<file path="config.mk">
export PLATFORM = sky130hd
export DESIGN_NAME = dbgx_seq_ctrl
export DESIGN_NICKNAME = d
export VERILOG_FILES = /design/src/rtl/dbgx_pkg.sv /design/src/rtl/dbgx_classify.sv /design/src/rtl/dbgx_status_upd.sv /design/src/rtl/dbgx_seq_ctrl.sv
export SDC_FILE = /design/constraint.sdc
export NUM_CORES = 1
export LEC_CHECK = 0
export BUFFER_PORTS_ARGS = -buffer_cell sky130_fd_sc_hd__clkbuf_2
export CORE_ASPECT_RATIO = 0.75
export CORE_MARGIN = 10
export CORE_UTILIZATION = 30
export CTS_CLUSTER_SIZE = 25
export DETAILED_ROUTE_END_ITERATION = 16
export SYNTH_ARGS = -nofsm -noshare
export SYNTH_HDL_FRONTEND = slang
export SYNTH_SLANG_ARGS = --single-unit
</file>
<file path="constraint.sdc">
create_clock -name clk -period 3.2 [get_ports clk]
set_input_delay 0.48 -clock clk [delete_from_list [all_inputs] [get_ports clk]]
set_output_delay 0.48 -clock clk [all_outputs]
set_load 0.02 [all_outputs]
</file>
<file path="src/rtl/dbgx_pkg.sv">
package dbgx_pkg;

    typedef enum logic [1:0] {
        CAUSE_FAULT_BP = 2'd0,
        CAUSE_GEN_DET  = 2'd1,
        CAUSE_TRAP_BP  = 2'd2,
        CAUSE_STEP     = 2'd3
    } cause_e;

endpackage

</file>
<file path="src/rtl/dbgx_classify.sv">
module dbgx_classify
    import dbgx_pkg::*;
#(
    parameter int NBP = 4
) (
    input  logic           ins_vld,
    input  logic [NBP-1:0] exec_hit,
    input  logic [NBP-1:0] data_hit,
    input  logic           dr_access,
    input  logic           is_swint,
    input  logic           gd_q,
    input  logic           rf_q,
    input  logic           tf_q,
    output logic           take_gd,
    output logic           take_fbp,
    output logic           done,
    output logic           trap_bp,
    output logic           trap_step,
    output logic           raise,
    output cause_e         cause
);

    logic [NBP-1:0] exec_live;

    genvar gi;
    generate
        for (gi = 0; gi < NBP; gi++) begin : g_mask
            assign exec_live[gi] = exec_hit[gi] & ~rf_q;
        end
    endgenerate

    always_comb begin
        take_gd   = ins_vld & gd_q & dr_access;
        take_fbp  = ins_vld & ~take_gd & (|exec_live);
        done      = ins_vld & ~take_gd & ~take_fbp;
        trap_bp   = done & (|data_hit);
        trap_step = done & tf_q & ~is_swint;
        raise     = take_gd | take_fbp | trap_bp | trap_step;
        if (take_gd)       cause = CAUSE_GEN_DET;
        else if (take_fbp) cause = CAUSE_FAULT_BP;
        else if (trap_bp)  cause = CAUSE_TRAP_BP;
        else               cause = CAUSE_STEP;
    end

endmodule

</file>
<file path="src/rtl/dbgx_status_upd.sv">
module dbgx_status_upd #(
    parameter int NBP = 4
) (
    input  logic           status_clr,
    input  logic [NBP-1:0] bp_q,
    input  logic           bd_q,
    input  logic           bs_q,
    input  logic           take_fbp,
    input  logic           take_gd,
    input  logic           trap_bp,
    input  logic           trap_step,
    input  logic [NBP-1:0] exec_hit,
    input  logic [NBP-1:0] data_hit,
    output logic [NBP-1:0] bp_d,
    output logic           bd_d,
    output logic           bs_d
);

    genvar gi;
    generate
        for (gi = 0; gi < NBP; gi++) begin : g_bit
            assign bp_d[gi] = (bp_q[gi] & ~status_clr)
                            | (take_fbp & exec_hit[gi])
                            | (trap_bp & data_hit[gi]);
        end
    endgenerate

    assign bd_d = (bd_q & ~status_clr) | take_gd;
    assign bs_d = (bs_q & ~status_clr) | trap_step;

endmodule

</file>
<file path="src/rtl/dbgx_seq_ctrl.sv">
module dbgx_seq_ctrl
    import dbgx_pkg::*;
#(
    parameter int NBP = 4
) (
    input  logic           clk,
    input  logic           rst_n,
    input  logic           ins_vld,
    input  logic [NBP-1:0] exec_hit,
    input  logic [NBP-1:0] data_hit,
    input  logic           dr_access,
    input  logic           is_swint,
    input  logic           is_pop,
    input  logic           pop_tf,
    input  logic           is_iret,
    input  logic           saved_tf,
    input  logic           saved_rf,
    input  logic           gd_wr,
    input  logic           gd_wdata,
    input  logic           status_clr,
    output logic           exc_req,
    output logic [1:0]     exc_cause,
    output logic [NBP-1:0] bp_status,
    output logic           bd_status,
    output logic           bs_status,
    output logic           tf,
    output logic           rf,
    output logic           gd_en
);

    typedef struct packed {
        logic           req;
        cause_e         cause;
        logic [NBP-1:0] bp;
        logic           bd;
        logic           bs;
        logic           tf;
        logic           rf;
        logic           gd;
    } state_t;

    state_t st_d, st_q;

    logic           take_gd, take_fbp, done, trap_bp, trap_step, raise;
    cause_e         cause;
    logic [NBP-1:0] bp_n;
    logic           bd_n, bs_n;

    dbgx_classify #(.NBP(NBP)) u_classify (
        .ins_vld   (ins_vld),
        .exec_hit  (exec_hit),
        .data_hit  (data_hit),
        .dr_access (dr_access),
        .is_swint  (is_swint),
        .gd_q      (st_q.gd),
        .rf_q      (st_q.rf),
        .tf_q      (st_q.tf),
        .take_gd   (take_gd),
        .take_fbp  (take_fbp),
        .done      (done),
        .trap_bp   (trap_bp),
        .trap_step (trap_step),
        .raise     (raise),
        .cause     (cause)
    );

    dbgx_status_upd #(.NBP(NBP)) u_status (
        .status_clr (status_clr),
        .bp_q       (st_q.bp),
        .bd_q       (st_q.bd),
        .bs_q       (st_q.bs),
        .take_fbp   (take_fbp),
        .take_gd    (take_gd),
        .trap_bp    (trap_bp),
        .trap_step  (trap_step),
        .exec_hit   (exec_hit),
        .data_hit   (data_hit),
        .bp_d       (bp_n),
        .bd_d       (bd_n),
        .bs_d       (bs_n)
    );

    always_comb begin
        st_d       = st_q;
        st_d.req   = raise;
        st_d.cause = cause;
        st_d.bp    = bp_n;
        st_d.bd    = bd_n;
        st_d.bs    = bs_n;
        // effects of an instruction that actually completed
        if (done) begin
            if (is_iret) begin
                st_d.tf = saved_tf;
                st_d.rf = saved_rf;
            end else begin
                st_d.rf = 1'b0;
                if (is_pop) st_d.tf = pop_tf;
            end
            if (is_swint) st_d.tf = 1'b0;
        end
        // handler entry drops single-step
        if (raise) st_d.tf = 1'b0;
        if (gd_wr) st_d.gd = gd_wdata;
        if (take_gd) st_d.gd = 1'b0;
    end

    always_ff @(posedge clk) begin
        if (!rst_n) begin
            st_q <= '{req: 1'b0, cause: CAUSE_FAULT_BP, bp: '0,
                      bd: 1'b0, bs: 1'b0, tf: 1'b0, rf: 1'b0, gd: 1'b0};
        end else begin
            st_q <= st_d;
        end
    end

    assign exc_req   = st_q.req;
    assign exc_cause = st_q.cause;
    assign bp_status = st_q.bp;
    assign bd_status = st_q.bd;
    assign bs_status = st_q.bs;
    assign tf        = st_q.tf;
    assign rf        = st_q.rf;
    assign gd_en     = st_q.gd;

endmodule

</file>
# Word-level counts from Yosys, hierarchy flattened
# Cells that the tools add are included.
# Widths: inputs -> output; s select.
[op_classes]
mux = 6
bitwise = 45
reduce_logical = 7
[op_table]
columns = ["operator", "count"]
rows = [
  ["$and 1x1->1", 26],
  ["$or 1x1->1", 13],
  ["$reduce_or 4->1", 2],
  ["$not 1->1", 6],
  ["$mux 1", 5],
  ["$reduce_or 2->1", 2],
  ["$reduce_bool 3->1", 1],
  ["$reduce_or 3->1", 1],
  ["$mux 2", 1],
  ["$reduce_and 2->1", 1],
]
[totals]
regBits = 12
in_bits = 21
out_inout_bits = 12
word_cells = 67

# Logic depth before layout (Yosys ltp)
# Gate-level depths: netlist of the first run.
[logic_depth]
word_depth = 11
mapped_depth = 4
depth_no_buf = 4

# Hierarchy
# Synthesis of the first run repeated with hierarchy kept, for this count alone.
[unflattened]
hier_cells = 64
hier_area_um2 = 576.8
[modules_own_cells]
columns = ["module", "instances", "cells_each", "area_each_um2", "seq_area_each_um2"]
rows = [
  ["dbgx_seq_ctrl", 1, 34, 389.1, 240.2],
  ["dbgx_classify", 1, 15, 103.8, 0.0],
  ["dbgx_status_upd", 1, 15, 83.8, 0.0],
]

# Worst setup path after synthesis of the first run
# Ideal clock, no wire load.
[synth_path]
kind = "input-to-reg"
startpoint = "input data_hit[1]"
endpoint = "register st_q, in the netlist tf"
setup_time_ns = 0.060
t_arrival_ns = 1.562
t_required_ns = 3.140
path_slack_ns = 1.578
path_stages = 4
path_buffers = 0
cell_sequence = "or4_4 a211o_1 o21ai_2 o2111a_1"
[synth_via]
elab_chain_cells = 5
[synth_rtl]
columns = ["item", "line", "rtl"]
rows = [
  ["from (decl)", "dbgx_seq_ctrl.sv:10", "input logic [NBP-1:0] data_hit,"],
  ["$reduce_or 4->1", "dbgx_classify.sv:36", "trap_bp = done & (|data_hit);"],
  ["$and 1x1->1", "dbgx_classify.sv:36", ""],
  ["$or 1x1->1 (2 in a row)", "dbgx_classify.sv:38", "raise = take_gd | take_fbp | trap_bp | trap_step;"],
  ["$reduce_or 2->1 (no line)", "--", ""],
  ["to (signal assigned)", "dbgx_seq_ctrl.sv:109", "st_q <= '{req: 1'b0, cause: CAUSE_FAULT_BP, bp: '0,"],
  ["to (signal assigned)", "dbgx_seq_ctrl.sv:112", "st_q <= st_d;"],
  ["to (decl)", "dbgx_seq_ctrl.sv:42", "state_t st_d, st_q;"],
]
# Every way passes these cells.
# A chain may end at the register's enable or synchronous reset.

# Final worst setup path of the first run
# Same ends and word-level chain as after synthesis.

==> results.py, run 1 <==
metrics = {
    "final_layout": {
        "multi_input_area_um2": 284,
        "mostFrequentLayoutCells": "32 x clkbuf_2, 12 x dfxtp_1, 7 x nand2_1, 5 x nor2_1, 4 x a21oi_1",
        "nNetsFinal": 115,
        "final_layout_size_suffix_gt1_share_pct": 46.7,
        "n_fill_cell": 191,
        "area_delta_synth_final_pct": 39.5,
        "seqCellArea_um2": 240,
        "utilization_pct": 43.4,
        "layout_commonest_cell": "clkbuf_2",
        "design_area_um2": 742,
        "antenna_cells": 0,
    },
    "cts": {
        "numCtsBuffers": 3,
        "post_cts_buffers": 0,
        "cts_resized": 0,
        "cts_tree": "yes",
        "hold_buffers": 0,
        "clkTransAtPathRegs_ps": 70,
        "cts-root-buf": "clkbuf_4",
        "clock_latency_ps": 270,
        "cts_buffer_depth": 2,
        "cts_sinks": 12,
        "htreeDepth": 1,
    },
    "drt": {
        "viasPerCell": 4.86,
        "drtIter0Drc": 19,
        "routed_wl_um": 1530,
        "antenna_left": 0,
        "wire_per_inst_um": 13.4,
        "vias": 554,
        "drc_errors": 0,
        "first_pass_iters": 4,
    },
    "timing": {
        "setup_viol": 0,
        "fin_ws_ps": 1710,
        "finalMaxSlewViolations": 0,
        "rsz0062_at_grt": "no",
        "fmax_mhz": 670,
        "tns_ps": 0,
        "clock_skew_ps": 7.22,
        "period_minus_slack_ps": 1490,
        "worst_pin_slew_ps": 531,
        "slew_headroom_pct": 64.3,
        "period_share_pct": 46.6,
        "hold_violations": 0,
    },
    "logic_synthesis": {
        "synth_fp_nets": 78,
        "yosys_most_used_dff": "dfxtp_1",
        "ys_seq_elements": 12,
        "ys_warn_count": 0,
        "synth_area_um2": 532,
        "yosysSeqAreaShare_pct": 45.2,
        "synth_edf_count": 0,
        "async_flop_share_pct": 0,
        "syn_area_per_cell_um2": 9.33,
        "syn_inst": 57,
        "synth_cell_type_count": 27,
    },
    "global_routing": {
        "grt_use_met2_pct": 12.7,
        "grt_pass1_vias": 584,
        "grt_pass1_wl_um": 2620,
        "grt_antenna_before_repair": 0,
        "use_met1_pct": 8.86,
        "grt_max_degree": 9,
        "met3_usage_pct": 7.52,
        "grt_busiest_layer": "met2",
        "gr-total-overflow": 0,
        "track_usage_pct": 8.68,
    },
    "setup_path": {
        "slowest_stage": "or4_4",
        "cp.arrival_ps": 1710,
        "path_max_fanout": 2,
        "setup.worst_path.class": "input port to flop",
        "slowest_delay_ps": 520,
        "path_cells": "clkbuf_2, or4_4, a211o_1, o21ai_2, o2111a_1",
        "cp-end-kind": "flop",
        "cp-start-kind": "input port",
        "worstPathRequired_ps": 3420,
    },
    "power_and_ir_drop": {
        "pwr-share-comb_pct": 17.1,
        "ir_worst_vdd_mv": 0.201,
        "seq_power_share_pct": 53.2,
        "powerDensity_mw_per_mm2": 405,
        "power_frac_clock_pct": 29.8,
        "internal_power_uw": 223,
        "p_sw_share_pct": 25.9,
        "total_power_uw": 300,
        "p_switching_uw": 77.8,
        "power.leakage_uw": 0.000369,
    },
    "placement": {
        "dp_hpwl_um": 1320,
        "globalplace.congestion": 0.743,
        "preCtsSetupSlack_ps": 1420,
        "io_buffers": 32,
        "dpl_cell_area_um2": 719,
    },
    "worst_hold_path": {
        "min_path_type": "input port to flop",
    },
    "floorplanning": {
        "std_cell_rows": 13,
        "core_area_mm2": 0.00171,
        "die_w_um": 68.6,
        "start_util_pct": 31.1,
        "io_pins": 33,
        "die-area_mm2": 0.00387,
        "die_h_um": 56.5,
    },
    "run_status": {
        "status": "complete, no violations",
    },
    "run": {
        "maxCapViolCount": 0,
    },
}
## sequential cells by signal (all words and copies together) (netlist names)
register   count
tf             1
rf             1
exc_req        1
exc_cause      2
bd_status      1
gd_en          1
bp_status      4
bs_status      1
## logic make-up (layout without fill, tap and decap cells)
kind of cell | after synthesis | in the layout | share of synthesized area (%)
AO/OA/AOI/OAI | 19 | 19 | 26.6
buffers and inverters | 2 | 37 | 1.41
flip-flops | 12 | 12 | 45.2
multiplexers | 3 | 3 | 5.88
AND/OR/NAND/NOR | 21 | 21 | 20.9
## power groups by stage
stage	Clock (uW)	Sequential (uW)	Combinational, uW
after floorplan	0	171	17.6
after global placement	0	163	52.0
after detailed placement	0	163	52.1
after CTS	94.5	160	52.2
after global routing	108	161	56.8
final	89.4	160	51.3
## critical path, delay by kind of cell
kind	cells	cell delay [ps]
buffers and inverters	1	90
AND/OR/NAND/NOR	1	520
AO/OA/AOI/OAI	3	620
## synthesized netlist by cell type (2+ instances only)
cell type,number,area [um^2]
a21oi_1,4,20.0
a222oi_1,2,20.0
and2b_2,2,17.5
dfxtp_1,12,240
inv_1,2,7.51
mux2i_1,2,20.0
nand2_1,7,26.3
nor2_1,5,18.8
o21ai_0,3,15.0
## worst paths after layout
check,end,startpoint,slack (ps),cells after the start
worst min-delay path,exc_cause[1]$_SDFF_PP0_,ins_vld,440,2
worst min register to register,bp_status[1]$_SDFF_PN0_,bp_status[1]$_SDFF_PN0_,460,2
worst max register to register,tf$_SDFFE_PP0P_,gd_en$_SDFFE_PP0P_,1970,4
worst max-delay path,tf$_SDFFE_PP0P_,data_hit[1],1710,5
## per-layer routing
metal / vias up / wire length, um
li1: 285 / -
met5: - / 0
met2: 17 / 688
met3: 2 / 192
met4: 0 / 11
met1: 250 / 638
## stage by stage
stage / hold WS [ps] / instances
CTS: 435 / 114
finish: 439 / 114
floorplan: 535 / 57
global placement: 440 / 111
global route: 430 / 114
detailed placement: 450 / 111
## cell type report
type                    count  area share (%)
multi-input cells          43            38.3
flip-flops and latches     12            32.4
repair buffers             32            21.6
well taps                  22            3.71
clock buffers               3            3.04
inverters                   2            1.01
(Power assumes the default switching activity.)
==> run 2: changes to the inputs <==
==> constraint.sdc (replaced) <==
create_clock -name clk -period 1.5 [get_ports clk]
set_input_delay 0.225 -clock clk [delete_from_list [all_inputs] [get_ports clk]]
set_output_delay 0.225 -clock clk [all_outputs]
set_load 0.02 [all_outputs]
==> run 2 against run 1 <==
Against the previous run:
- core utilization increased by 1.7 points
- register-to-register slack lost 1700 ps
- die area stayed put
- worst setup slack worse by 1400 ps
- sequential share of layout area decreased by 1.2 points
- total power rose by 140%
- first-iteration DRC count fell by 11%
- routed wire length is 1.5% lower
- critical endpoint unchanged
==> results.py, run 2 (synthesis gave the netlist of run 1 again) <==
metrics = {
    "run_status": {
        "status": "complete, no violations",
    },
    "final_layout": {
        "largest_register_ffs": 4,
        "n_fill_cell": 189,
        "area_delta_synth_final_pct": 44.9,
        "layout_commonest_cell": "clkbuf_2",
        "antenna_cells": 0,
        "nNetsFinal": 117,
        "final_layout_size_suffix_gt1_share_pct": 48.4,
        "design_area_um2": 771,
        "final_cells": 117,
        "mostFrequentLayoutCells": "32 x clkbuf_2, 12 x dfxtp_1, 7 x nand2_1, 5 x nor2_1, 4 x a21oi_1",
    },
    "floorplanning": {
        "die-area_mm2": 0.00387,
        "io_pins": 33,
        "die_w_um": 68.6,
        "die_h_um": 56.5,
        "start_util_pct": 31.1,
        "core_area_mm2": 0.00171,
        "std_cell_rows": 13,
    },
    "drt": {
        "drtIter0Drc": 17,
        "wl_met2_um": 669,
        "vias": 552,
        "drc_errors": 0,
        "wl_met3_um": 167,
        "drt-met1-wl_um": 663,
        "first_pass_iters": 4,
        "routed_wl_um": 1510,
        "antenna_left": 0,
        "top_layer": "met4",
        "viasPerCell": 4.72,
        "wire_per_inst_um": 12.9,
    },
    "setup_path": {
        "regToRegStartpoint": "gd_en$_SDFFE_PP0P_",
        "path_max_fanout": 2,
        "rrSetupSlack_ps": 300,
        "path_cells": "clkbuf_2, or4_4, a211o_1, o21ai_2, o2111a_1",
        "cpLargestDelayFamily": "compound AO/OA/AOI/OAI gates",
        "setup.worst_path.class": "input port to flop",
        "slowest_delay_ps": 530,
        "cp-start-kind": "input port",
        "worstPathRequired_ps": 1720,
        "r2r-end": "bp_status[0]$_SDFF_PN0_",
        "r2r_cells": 4,
        "worst-path-buf-inv": 1,
        "cp-end-kind": "flop",
        "cp.arrival_ps": 1440,
        "slowest_stage": "or4_4",
    },
    "timing": {
        "fmax_mhz": 816,
        "period_share_pct": 81.7,
        "slew_headroom_pct": 80.6,
        "period_minus_slack_ps": 1220,
        "finalMaxSlewViolations": 0,
        "rsz0062_at_grt": "no",
        "worst_pin_slew_ps": 291,
        "hold_violations": 0,
        "clock_skew_ps": 1.66,
        "setup_viol": 0,
        "fin_ws_ps": 275,
    },
    "power_and_ir_drop": {
        "powerDensity_mw_per_mm2": 918,
        "total_power_uw": 708,
        "power.leakage_uw": 0.000386,
        "ir_worst_vdd_mv": 0.408,
    },
    "global_routing": {
        "grt_max_degree": 9,
        "grt_pass1_vias": 563,
        "grt_pass1_wl_um": 2500,
        "track_usage_pct": 8.21,
        "gr-total-overflow": 0,
        "grt_antenna_before_repair": 0,
    },
    "placement": {
        "dp_hpwl_um": 1320,
        "globalplace.congestion": 0.778,
        "dp_cells": 113,
        "preCtsSetupSlack_ps": -11.0,
        "io_buffers": 32,
        "dpl_cell_area_um2": 734,
    },
    "cts": {
        "cts_tree": "yes",
        "clkTransAtPathRegs_ps": 70,
        "htreeDepth": 1,
        "cts_sinks": 12,
        "cts_resized": 0,
        "cts-root-buf": "clkbuf_4",
        "post_cts_buffers": 0,
        "hold_buffers": 0,
        "cts_buffer_depth": 2,
        "clock_latency_ps": 270,
        "numCtsBuffers": 3,
    },
    "run": {
        "maxCapViolCount": 0,
    },
    "worst_hold_path": {
        "min_to": "exc_cause[1]$_SDFF_PP0_",
        "min-delay-start": "ins_vld",
        "min_path_type": "input port to flop",
        "holdPathStages": 2,
    },
}
-- run 2: cell types whose count changed in the layout (fill, tap and decap cells not counted), sizes merged --
cell and change:
buf +2, clkbuf +1
-- run 2: worst max-delay path by stage --
stage / start / endpoint / slack, ps / cells past startpoint
finish: data_hit[1] / tf$_SDFFE_PP0P_ / 280 / 5
global route: gd_en$_SDFFE_PP0P_ / bp_status[0]$_SDFF_PN0_ / 200 / 4
CTS: data_hit[1] / tf$_SDFFE_PP0P_ / 270 / 5
detailed placement: data_hit[1] / tf$_SDFFE_PP0P_ / -10 / 5
global placement: data_hit[1] / tf$_SDFFE_PP0P_ / 4 / 5
floorplan: data_hit[1] / tf$_SDFFE_PP0P_ / 130 / 4
-- run 2: routing by layer --
metal  GRT usage (%)  up-vias
met5               0        -
met3            6.34        2
met1            9.08      242
li1                -      290
met2            12.1       18
met4            1.72        0
-- run 2: metrics by stage --
stage	hold slack (ps)	setup TNS (ps)	util [%]
finish	186	0	45.1
global route	196	0	45.1
floorplan	317	0	-
global placement	440	0	43.0
detailed placement	450	-11.0	43.0
CTS	182	0	45.1
-- run 2: cell type report --
type	count	area [um^2]	share of cell area (%)
clock buffer	4	36.3	4.71
inverter	2	7.51	0.974
multi-input combinational	43	284	36.9
sequential	12	240	31.2
tap	22	27.5	3.57
timing repair buffer	34	175	22.7
-- run 2: power by group --
part / total [uW] / internal [uW] / switching [uW]
logic: 113 / 52.2 / 61.0
clock network: 254 / 147 / 107
registers: 340 / 332 / 7.78
total: 708 / 532 / 176
